<file path="src/rtl/vcp_pkg.sv">
package vcp_pkg;

   // classification of one control-port cycle
   typedef enum logic [1:0] {
      WK_NONE   = 2'd0,
      WK_FIRST  = 2'd1,
      WK_REG    = 2'd2,
      WK_SECOND = 2'd3
   } word_kind_e;

   // fixed bit positions inside a control word
   localparam int TAG_HI      = 15;
   localparam int TAG_LO      = 14;
   localparam int IDX_HI      = 12;
   localparam int IDX_LO      = 8;
   localparam int CODE_MID_HI = 6;
   localparam int CODE_MID_LO = 4;
   localparam int CODE_TOP_SRC = 7;

   // mode bits that the decoder itself depends on
   localparam int MODE_A_IDX  = 0;
   localparam int HV_BIT      = 1;
   localparam int MODE_B_IDX  = 1;
   localparam int DMAEN_BIT   = 4;
   localparam int EXT_BIT     = 2;

   localparam logic [1:0] TAG_REGWR = 2'b10;

   function automatic word_kind_e classify(input logic wr, input logic busy,
                                           input logic pend, input logic [1:0] tag);
      if (!wr || busy)          return WK_NONE;
      else if (pend)            return WK_SECOND;
      else if (tag == TAG_REGWR) return WK_REG;
      else                      return WK_FIRST;
   endfunction

endpackage

</file>
<file path="src/rtl/vcp_cmd_assembler.sv">
module vcp_cmd_assembler
   import vcp_pkg::*;
#(
   parameter int ADDR_W = 17,
   parameter int LO_W   = 14,
   parameter int CODE_W = 6,
   parameter logic [5:0] CODE_RD8 = 6'b001100
) (
   input  logic              clk,
   input  logic              rst,
   input  word_kind_e        kind,
   input  logic [15:0]       wdata,
   input  logic              dma_en,
   input  logic              ctrl_rd,
   input  logic              data_wr,
   input  logic              data_rd,
   input  logic              data_rd8,
   output logic [ADDR_W-1:0] addr,
   output logic [CODE_W-1:0] code,
   output logic              pending,
   output logic [ADDR_W-LO_W-1:0] upper,
   output logic              dma_req,
   output logic              rd_clr
);
   localparam int HI_W = ADDR_W - LO_W;

   if (HI_W < 1 || HI_W > CODE_MID_LO) begin : g_bad_split
      $error("vcp_cmd_assembler: upper address field must be 1..4 bits");
   end
   if (CODE_W != 6) begin : g_bad_code
      $error("vcp_cmd_assembler: access code must be 6 bits");
   end

   logic top_next;
   assign top_next = dma_en ? wdata[CODE_TOP_SRC] : code[CODE_W-1];

   always_ff @(posedge clk) begin
      if (rst) begin
         addr    <= '0;
         code    <= '0;
         pending <= 1'b0;
         upper   <= '0;
         dma_req <= 1'b0;
         rd_clr  <= 1'b0;
      end else begin
         dma_req <= 1'b0;
         rd_clr  <= 1'b0;
         case (kind)
            WK_FIRST, WK_REG: begin
               addr      <= {upper, wdata[LO_W-1:0]};
               code[1:0] <= wdata[TAG_HI:TAG_LO];
               if (kind == WK_FIRST) pending <= 1'b1;
            end
            WK_SECOND: begin
               upper                   <= wdata[HI_W-1:0];
               addr[ADDR_W-1:LO_W]     <= wdata[HI_W-1:0];
               code[CODE_W-2:2]        <= wdata[CODE_MID_HI:CODE_MID_LO];
               code[CODE_W-1]          <= top_next;
               pending                 <= 1'b0;
               rd_clr                  <= 1'b1;
               dma_req                 <= top_next;
            end
            default: ;
         endcase
         if (ctrl_rd) pending <= 1'b0;
         if (data_wr || data_rd) begin
            pending <= 1'b0;
            rd_clr  <= 1'b1;
         end
         if (data_rd8) begin
            pending <= 1'b0;
            rd_clr  <= 1'b1;
            code    <= CODE_RD8;
         end
      end
   end
endmodule

</file>
<file path="src/rtl/vcp_reg_decoder.sv">
module vcp_reg_decoder
   import vcp_pkg::*;
#(
   parameter int IDX_W          = 5,
   parameter int VAL_W          = 8,
   parameter int REG_CNT        = 24,
   parameter int REG_CNT_LEGACY = 11
) (
   input  logic             clk,
   input  logic             rst,
   input  logic             is_reg,
   input  logic [IDX_HI:0]  wdata,
   output logic             reg_we,
   output logic [IDX_W-1:0] reg_idx,
   output logic [VAL_W-1:0] reg_val,
   output logic             hv_capture,
   output logic             dma_en,
   output logic             ext_mode
);
   localparam int IDX_SPAN = 1 << IDX_W;

   if (REG_CNT > IDX_SPAN || REG_CNT_LEGACY > REG_CNT) begin : g_bad_count
      $error("vcp_reg_decoder: register counts out of range");
   end
   if (IDX_W != IDX_HI - IDX_LO + 1 || VAL_W != IDX_LO) begin : g_bad_field
      $error("vcp_reg_decoder: index/value widths do not fit the word");
   end

   logic [IDX_W-1:0] idx;
   logic [VAL_W-1:0] val;
   logic             accept;
   logic             hv_held;

   assign idx    = wdata[IDX_HI:IDX_LO];
   assign val    = wdata[VAL_W-1:0];
   assign accept = is_reg && (int'(idx) < (ext_mode ? REG_CNT : REG_CNT_LEGACY));

   always_ff @(posedge clk) begin
      if (rst) begin
         reg_we     <= 1'b0;
         reg_idx    <= '0;
         reg_val    <= '0;
         hv_capture <= 1'b0;
         hv_held    <= 1'b0;
         dma_en     <= 1'b0;
         ext_mode   <= 1'b0;
      end else begin
         reg_we     <= accept;
         hv_capture <= 1'b0;
         if (accept) begin
            reg_idx <= idx;
            reg_val <= val;
            if (int'(idx) == MODE_A_IDX) begin
               hv_capture <= val[HV_BIT] && !hv_held;
               hv_held    <= val[HV_BIT];
            end
            if (int'(idx) == MODE_B_IDX) begin
               dma_en   <= val[DMAEN_BIT];
               ext_mode <= val[EXT_BIT];
            end
         end
      end
   end
endmodule

</file>
<file path="src/rtl/vcp_status_mux.sv">
module vcp_status_mux #(
   parameter int  OB_W      = 6,
   parameter int  FLAG_W    = 9,
   parameter bit  STATUS_REG = 1'b0
) (
   input  logic                   clk,
   input  logic                   rst,
   input  logic [OB_W-1:0]        open_bus,
   input  logic                   fifo_empty,
   input  logic [FLAG_W-1:0]      flag_bits,
   output logic [OB_W+FLAG_W:0]   status_word
);
   logic [OB_W+FLAG_W:0] word_c;
   assign word_c = {open_bus, fifo_empty, flag_bits};

   if (STATUS_REG) begin : g_reg
      always_ff @(posedge clk) begin
         if (rst) status_word <= '0;
         else     status_word <= word_c;
      end
   end else begin : g_comb
      logic unused_ok;
      assign unused_ok   = clk ^ rst;
      assign status_word = word_c;
   end
endmodule

</file>
<file path="src/rtl/vcp_decoder.sv">
module vcp_decoder
   import vcp_pkg::*;
#(
   parameter int  ADDR_W         = 17,
   parameter int  LO_W           = 14,
   parameter int  CODE_W         = 6,
   parameter int  IDX_W          = 5,
   parameter int  VAL_W          = 8,
   parameter int  REG_CNT        = 24,
   parameter int  REG_CNT_LEGACY = 11,
   parameter int  OB_W           = 6,
   parameter int  FLAG_W         = 9,
   parameter bit  STATUS_REG     = 1'b0,
   parameter logic [5:0] CODE_RD8 = 6'b001100
) (
   input  logic                 clk,
   input  logic                 rst,
   input  logic                 ctrl_wr,
   input  logic [15:0]          ctrl_wdata,
   input  logic                 ctrl_rd,
   input  logic                 data_wr,
   input  logic                 data_rd,
   input  logic                 data_rd8,
   input  logic                 dma_busy,
   input  logic                 fifo_empty,
   input  logic [OB_W-1:0]      open_bus,
   input  logic [FLAG_W-1:0]    flag_bits,
   output logic [ADDR_W-1:0]    addr,
   output logic [CODE_W-1:0]    code,
   output logic                 cmd_pending,
   output logic                 reg_we,
   output logic [IDX_W-1:0]     reg_idx,
   output logic [VAL_W-1:0]     reg_val,
   output logic                 hv_capture,
   output logic                 dma_req,
   output logic                 rdstate_clr,
   output logic [OB_W+FLAG_W:0] status_word
);
   localparam int HI_W = ADDR_W - LO_W;

   if (OB_W + FLAG_W + 1 != 16) begin : g_bad_status
      $error("vcp_decoder: status word must be 16 bits");
   end

   word_kind_e      kind;
   logic            dma_en_q;
   logic            ext_mode_q;
   logic [HI_W-1:0] upper_q;

   assign kind = classify(ctrl_wr, dma_busy, cmd_pending, ctrl_wdata[TAG_HI:TAG_LO]);

   vcp_cmd_assembler #(
      .ADDR_W(ADDR_W), .LO_W(LO_W), .CODE_W(CODE_W), .CODE_RD8(CODE_RD8)
   ) u_cmd (
      .clk(clk), .rst(rst), .kind(kind), .wdata(ctrl_wdata), .dma_en(dma_en_q),
      .ctrl_rd(ctrl_rd), .data_wr(data_wr), .data_rd(data_rd), .data_rd8(data_rd8),
      .addr(addr), .code(code), .pending(cmd_pending), .upper(upper_q),
      .dma_req(dma_req), .rd_clr(rdstate_clr)
   );

   vcp_reg_decoder #(
      .IDX_W(IDX_W), .VAL_W(VAL_W), .REG_CNT(REG_CNT), .REG_CNT_LEGACY(REG_CNT_LEGACY)
   ) u_reg (
      .clk(clk), .rst(rst), .is_reg(kind == WK_REG), .wdata(ctrl_wdata[IDX_HI:0]),
      .reg_we(reg_we), .reg_idx(reg_idx), .reg_val(reg_val), .hv_capture(hv_capture),
      .dma_en(dma_en_q), .ext_mode(ext_mode_q)
   );

   vcp_status_mux #(
      .OB_W(OB_W), .FLAG_W(FLAG_W), .STATUS_REG(STATUS_REG)
   ) u_stat (
      .clk(clk), .rst(rst), .open_bus(open_bus), .fifo_empty(fifo_empty),
      .flag_bits(flag_bits), .status_word(status_word)
   );
endmodule

</file>
<file path="config.mk">
export PLATFORM = sky130hd
export DESIGN_NAME = vcp_decoder
export DESIGN_NICKNAME = d
export VERILOG_FILES = /design/src/rtl/vcp_pkg.sv /design/src/rtl/vcp_cmd_assembler.sv /design/src/rtl/vcp_reg_decoder.sv /design/src/rtl/vcp_status_mux.sv /design/src/rtl/vcp_decoder.sv
export SDC_FILE = /design/constraint.sdc
export NUM_CORES = 1
export LEC_CHECK = 0
export ABC_AREA = 1
export BUFFER_PORTS_ARGS = -buffer_cell sky130_fd_sc_hd__buf_2
export CORE_ASPECT_RATIO = 1.4
export CORE_MARGIN = 2
export CORE_UTILIZATION = 40
export CTS_CLUSTER_DIAMETER = 200
export DETAILED_ROUTE_END_ITERATION = 10
export PLACE_DENSITY = 0.72
export SYNTH_ARGS = -nofsm -noshare
export SYNTH_HDL_FRONTEND = slang
export SYNTH_SLANG_ARGS = --single-unit
export TNS_END_PERCENT = 10
</file>
<file path="constraint.sdc">
create_clock -name clk -period 3.3 [get_ports clk]
set_clock_uncertainty 0.1 [all_clocks]
set_input_delay 0.165 -clock clk [delete_from_list [all_inputs] [get_ports clk]]
set_output_delay 0.165 -clock clk [all_outputs]
set_load 0.03 [all_outputs]
</file>
==> Yosys cells after proc, flatten, opt, wreduce, memory -nomap -nowiden <==
Index checks and enable logic that the tools add are counted.
{ "totals": {"ff_bits": 47, "word_cells": 57} }
{ "classes": {"n_lt_le_gt_ge": 1, "n_eq_ne": 6, "muxes": 14, "n_bitwise": 3, "reduce_logical": 17} }
{ "op_table": {"columns": ["cell", "count"], "rows": [
  ["< comparator 6 x 32 -> 1 bit", 1],
  ["two-way mux 2 bit", 5],
  ["== test 2 bit, second input constant", 3],
  ["case mux 3 bit (2 select lines)", 1],
  ["AND reduction 2 bit", 3],
  ["OR reduction 2 bit", 3],
  ["== test 5 x 2 -> 1 bit, second input constant", 1],
  ["logical NOT 5 bit", 1],
  ["two-way mux 1 bit", 5],
  ["two-way mux 5 bit", 1],
  ["two-way mux 4 bit", 1],
  ["nonzero test 2 bit", 2],
  ["OR reduction 4 bit", 1],
  ["NOT 1 bit", 3],
  ["OR reduction 3 bit", 1],
  ["== test 2 x 1 -> 1 bit, second input constant", 1],
  ["logical AND 1 bit", 2],
  ["logical NOT 1 bit", 2],
  ["logical OR 1 bit", 2],
  ["inequality test 2 x 1 -> 1 bit, second input constant", 1],
  ["case mux 1 bit (2 select lines)", 1]
]} }

==> Logic depth before layout (Yosys ltp) <==
{ "depth": {"ltp_word": 8, "ltp_mapped": 11} }

==> Modules after synthesis <==
A second synthesis with hierarchy kept.
{ "hier_totals": {"hier_cells": 284, "hier_area_um2": 2114.5} }
{ "modules_own_cells": {"columns": ["mod", "n_inst", "cells_each", "area_each_um2"], "rows": [
  ["vcp_cmd_assembler", 1, 151, 1144.8],
  ["vcp_reg_decoder", 1, 106, 794.5],
  ["vcp_status_mux", 1, 16, 120.1],
  ["vcp_decoder", 1, 11, 55.1]
]} }

==> Worst setup path after synthesis <==
Ideal clock, no wire load.
{ "synth_timing": {"kind": "reg-to-reg", "startpoint": "register u_cmd.pending", "endpoint": "register u_cmd.addr[2]", "setup_ns": 0.070, "t_arrival_ns": 1.656, "required_time_ns": 3.130, "path_slack_ns": 1.474, "stages_incl_launch_ff": 8, "path_buffers": 1, "period_less_slack_ns": 1.826, "path_cell_list": "dfxtp_1 -> inv_1 -> a21oi_1 -> inv_1 -> ha_1 -> clkbuf_1 -> o21ai_0 -> a21oi_1"} }
{ "synth_via": {"elab_chain_len": 4} }
{ "synth_rtl": {"columns": ["item", "line", "rtl"], "rows": [
  ["start: declaration", "vcp_cmd_assembler.sv:20", "output logic pending,"],
  ["start signal: assignment", "vcp_cmd_assembler.sv:41", "pending <= 1'b0;"],
  ["start signal: assignment", "vcp_cmd_assembler.sv:52", "if (kind == WK_FIRST) pending <= 1'b1;"],
  ["start signal: assignment", "vcp_cmd_assembler.sv:59", "pending <= 1'b0;"],
  ["two-way mux 2 bit *", "vcp_pkg.sv:32", "else if (pend) return WK_SECOND;"],
  ["two-way mux 2 bit *", "vcp_pkg.sv:31", "if (!wr || busy) return WK_NONE;"],
  ["== test 2 x 1 -> 1 bit / == test 2 bit (equally long branches)", "vcp_cmd_assembler.sv:48", "case (kind)"],
  ["OR reduction 2 bit *", "vcp_cmd_assembler.sv:48", null],
  ["end signal: assignment", "vcp_cmd_assembler.sv:50", "addr <= {upper, wdata[LO_W-1:0]};"],
  ["end signal: indexed assignment", "vcp_cmd_assembler.sv:56", "addr[ADDR_W-1:LO_W] <= wdata[HI_W-1:0];"],
  ["end: declaration", "vcp_cmd_assembler.sv:18", "output logic [ADDR_W-1:0] addr,"]
]} }
Mark *: on every way between the ends. The rest lies on a longest branch, timed or not.
A chain may end at the register's enable or synchronous reset.

==> Final worst setup path <==
{ "layout_timing": {"startpoint": "register u_cmd.pending", "endpoint": "register u_cmd.addr[5]"} }
The elaborated chain is that of the path after synthesis.

==> results.cfg <==
[run_status]
status = completed

[sta]
hold_viol = 0
fin_crit_ns = 2.19
slew_headroom_pct = 57.9
tns_ns = 0
worst_pin_slew_ns = 0.631
setup_viol = 0
max_freq_mhz = 457
slew_violations = 0
finalCritPeriodShare_pct = 66.3
rsz0062_at_grt = false

[clocking]
clk_latency_ns = 0.30
htreeDepth = 2
postCtsHoldBufs = 0
cts_buffers = 5
cts_setup_buffers = 0
clkTransAtPathRegs_ns = 0.09
cts.sinks = 47
cts_resized = 0
cts_buffer_depth = 2
cts_tree = yes
clock-root-buffer = clkbuf_8

[floorplan]
start_util_pct = 40.7
fp.dieW_microns = 64.8
io_pins = 97
num_rows = 31
die_h_microns = 89.1
die_area_sq_um = 5770
core_area_sq_um = 5080

[power_and_ir_drop]
leakage_nw = 1.09
pwr_density_cell_nw_per_um2 = 487
irDropWorstVdd_mv = 0.219

[global_routing]
grt_use_total_pct = 17.2
grt-ovfl-total = 0
antenna_found_initial = 0
grt_pass1_wl_microns = 7580
grt_pass1_vias = 1602
grt_max_degree = 28

[logic_synthesis]
netlist_area_sq_um = 2070
yosys_warnings = 0
synth_cell_types = 25
syn_inst = 254
yosys_register_bits = 47
synth_nets = 299
avgSynthCellArea_sq_um = 8.14
yosysSeqAreaShare_pct = 45.5

[critical_path]
reg2reg_depth = 7
start_kind = flip-flop
crit_required_ns = 3.40
path_max_fanout = 25
crit_type = flip-flop to flip-flop
r2r-start = u_cmd.pending
cp.arrival_ns = 2.29
rrSetupSlack_ns = 1.11
setup.worst_path.end_class = flip-flop
r2r-end = u_cmd.addr[5]

[route]
avgViaCountPerCell = 4.69
dr.first_iter.drc_count = 45
drt_first_pass_iters = 4
wl_per_cell_microns = 12.6
num_vias = 1713
drc = 0
routed_wl_microns = 4590
ant_nets = 0

[final_layout]
diodes = 0
fin_cells = 365
n_fill_cell = 535
syn_to_final_growth_pct = 15.1
nNetsFinal = 344
drive_gt1_share_pct = 33.1

[place]
gp_congestion = 0.859
hpwl_microns = 3490
place.port_buffers = 64
place_inst = 358

[min_path]
hp-class = input port to flip-flop
holdPathEnd = u_cmd.code[1]
min_from = ctrl_wdata[15]
whs_path_depth = 3

[flow_run]
cap_violations = 0
-- cell usage after synthesis --
cell type | number | area [sq um]
clkbuf_1 | 1 | 3.75
nand4_1 | 3 | 18.8
a21oi_2 | 10 | 87.6
buf_12 | 1 | 20.0
nand2_1 | 28 | 105
a21oi_1 | 22 | 110
nand3_2 | 1 | 10.0
o21ai_0 | 22 | 110
nand2_4 | 2 | 22.5
nor2_4 | 1 | 11.3
buf_4 | 17 | 128
inv_1 | 24 | 90.1
nand3b_1 | 1 | 7.51
dfxtp_1 | 47 | 941
nor2_1 | 30 | 113
nand3_1 | 16 | 80.1
nor3_1 | 1 | 5.00
ha_1 | 5 | 62.6
buf_2 | 6 | 30.0
clkinv_1 | 1 | 3.75
or2_2 | 1 | 6.26
buf_8 | 1 | 15.0
nor2_2 | 1 | 6.26
nand2_2 | 10 | 62.6
o21ai_2 | 2 | 17.5
-- worst max-delay path by stage --
stage	cells past startpoint	end	from	slack (ns)
3_5_place_dp	8	u_cmd.addr[5]	ctrl_wdata[14]	0.98
2_1_floorplan	7	u_cmd.addr[2]	u_cmd.pending	1.47
5_1_grt	7	u_cmd.addr[10]	u_cmd.pending	0.79
3_3_place_gp	8	u_cmd.addr[7]	ctrl_wdata[14]	1.09
6_report	7	u_cmd.addr[5]	u_cmd.pending	1.11
4_1_cts	7	u_cmd.addr[5]	u_cmd.pending	1.10
-- critical path: stages (launching register included) --
cell	delay, ns
dfxtp_1	0.39
inv_1	0.06
a21oi_1	0.25
inv_1	0.07
ha_1	0.69
inv_1	0.29
nor2_1	0.16
nor2_1	0.06
-- registers in the layout, indices dropped and copies added (netlist names) --
name              cells
u_cmd.dma_req         1
u_reg.reg_idx         5
u_reg.hv_capture      1
u_cmd.pending         1
u_cmd.upper           3
u_reg.ext_mode        1
u_reg.hv_held         1
u_cmd.rd_clr          1
u_reg.reg_we          1
u_cmd.addr           17
u_cmd.code            6
u_reg.dma_en          1
u_reg.reg_val         8
-- power by group --
part	total [mW]	switching, mW	internal, mW
sequential	0.597	0.0101	0.587
clock	0.413	0.192	0.222
combinational	0.148	0.105	0.0425
-- cell type report --
class	instances	area (sq um)	share of cell area [%]
multi-input combinational	156	836	35.1
timing repair buffer	64	320	13.5
clock buffer	5	68.8	2.89
sequential	47	941	39.5
inverter	25	93.8	3.94
tap	66	82.6	3.47
clock inverter	2	37.5	1.58
-- cells by family (layout without fill, tap and decap cells) --
family	after synthesis	count (layout)	share of synthesized area, %
and+or+nand+nor	95	95	21.7
adders and majority gates	5	5	3.03
AOI/OAI and AO/OA	56	56	15.7
buffers and inverters	51	96	14.0
DFF	47	47	45.5
-- cell usage in the layout, fill, tap and decap left out, drive strengths merged --
master	count
a21oi	32
buf	64
bufinv	1
clkbuf	5
clkinv	1
clkinvlp	1
dfxtp	47
ha	5
inv	24
nand2	40
nand3	17
nand3b	1
nand4	3
nor2	32
nor3	1
o21ai	24
or2	1
-- through the flow --
stage | worst slack, ns | power, mW | hold WS (ns) | cell area (sq um) | util (%)
6_report | 1.11 | 1.16 | 0.00302 | 2380 | 46.8
5_1_grt | 0.793 | 1.21 | 0.0124 | 2380 | 46.8
4_1_cts | 1.10 | 1.17 | 0.000757 | 2380 | 46.8
3_5_place_dp | 0.979 | 0.759 | 0.230 | 2270 | 44.7
3_3_place_gp | 1.09 | 0.757 | 0.230 | 2270 | 44.7
2_1_floorplan | 1.47 | 0.745 | 0.200 | 2070 | -
-- routing by layer --
| metal | share of wire (%) | track usage (%) | routed length [microns] | vias up |
|---|---|---|---|---|
| met5 | 0 | 0 | 0 | - |
| met4 | 3.1 | 9.67 | 141 | 0 |
| li1 | - | - | - | 892 |
| met2 | 49 | 30.0 | 2250 | 46 |
| met1 | 43 | 20.0 | 1950 | 760 |
| met3 | 5.3 | 2.90 | 243 | 15 |
No activity file was read; power rests on OpenSTA's default activity.
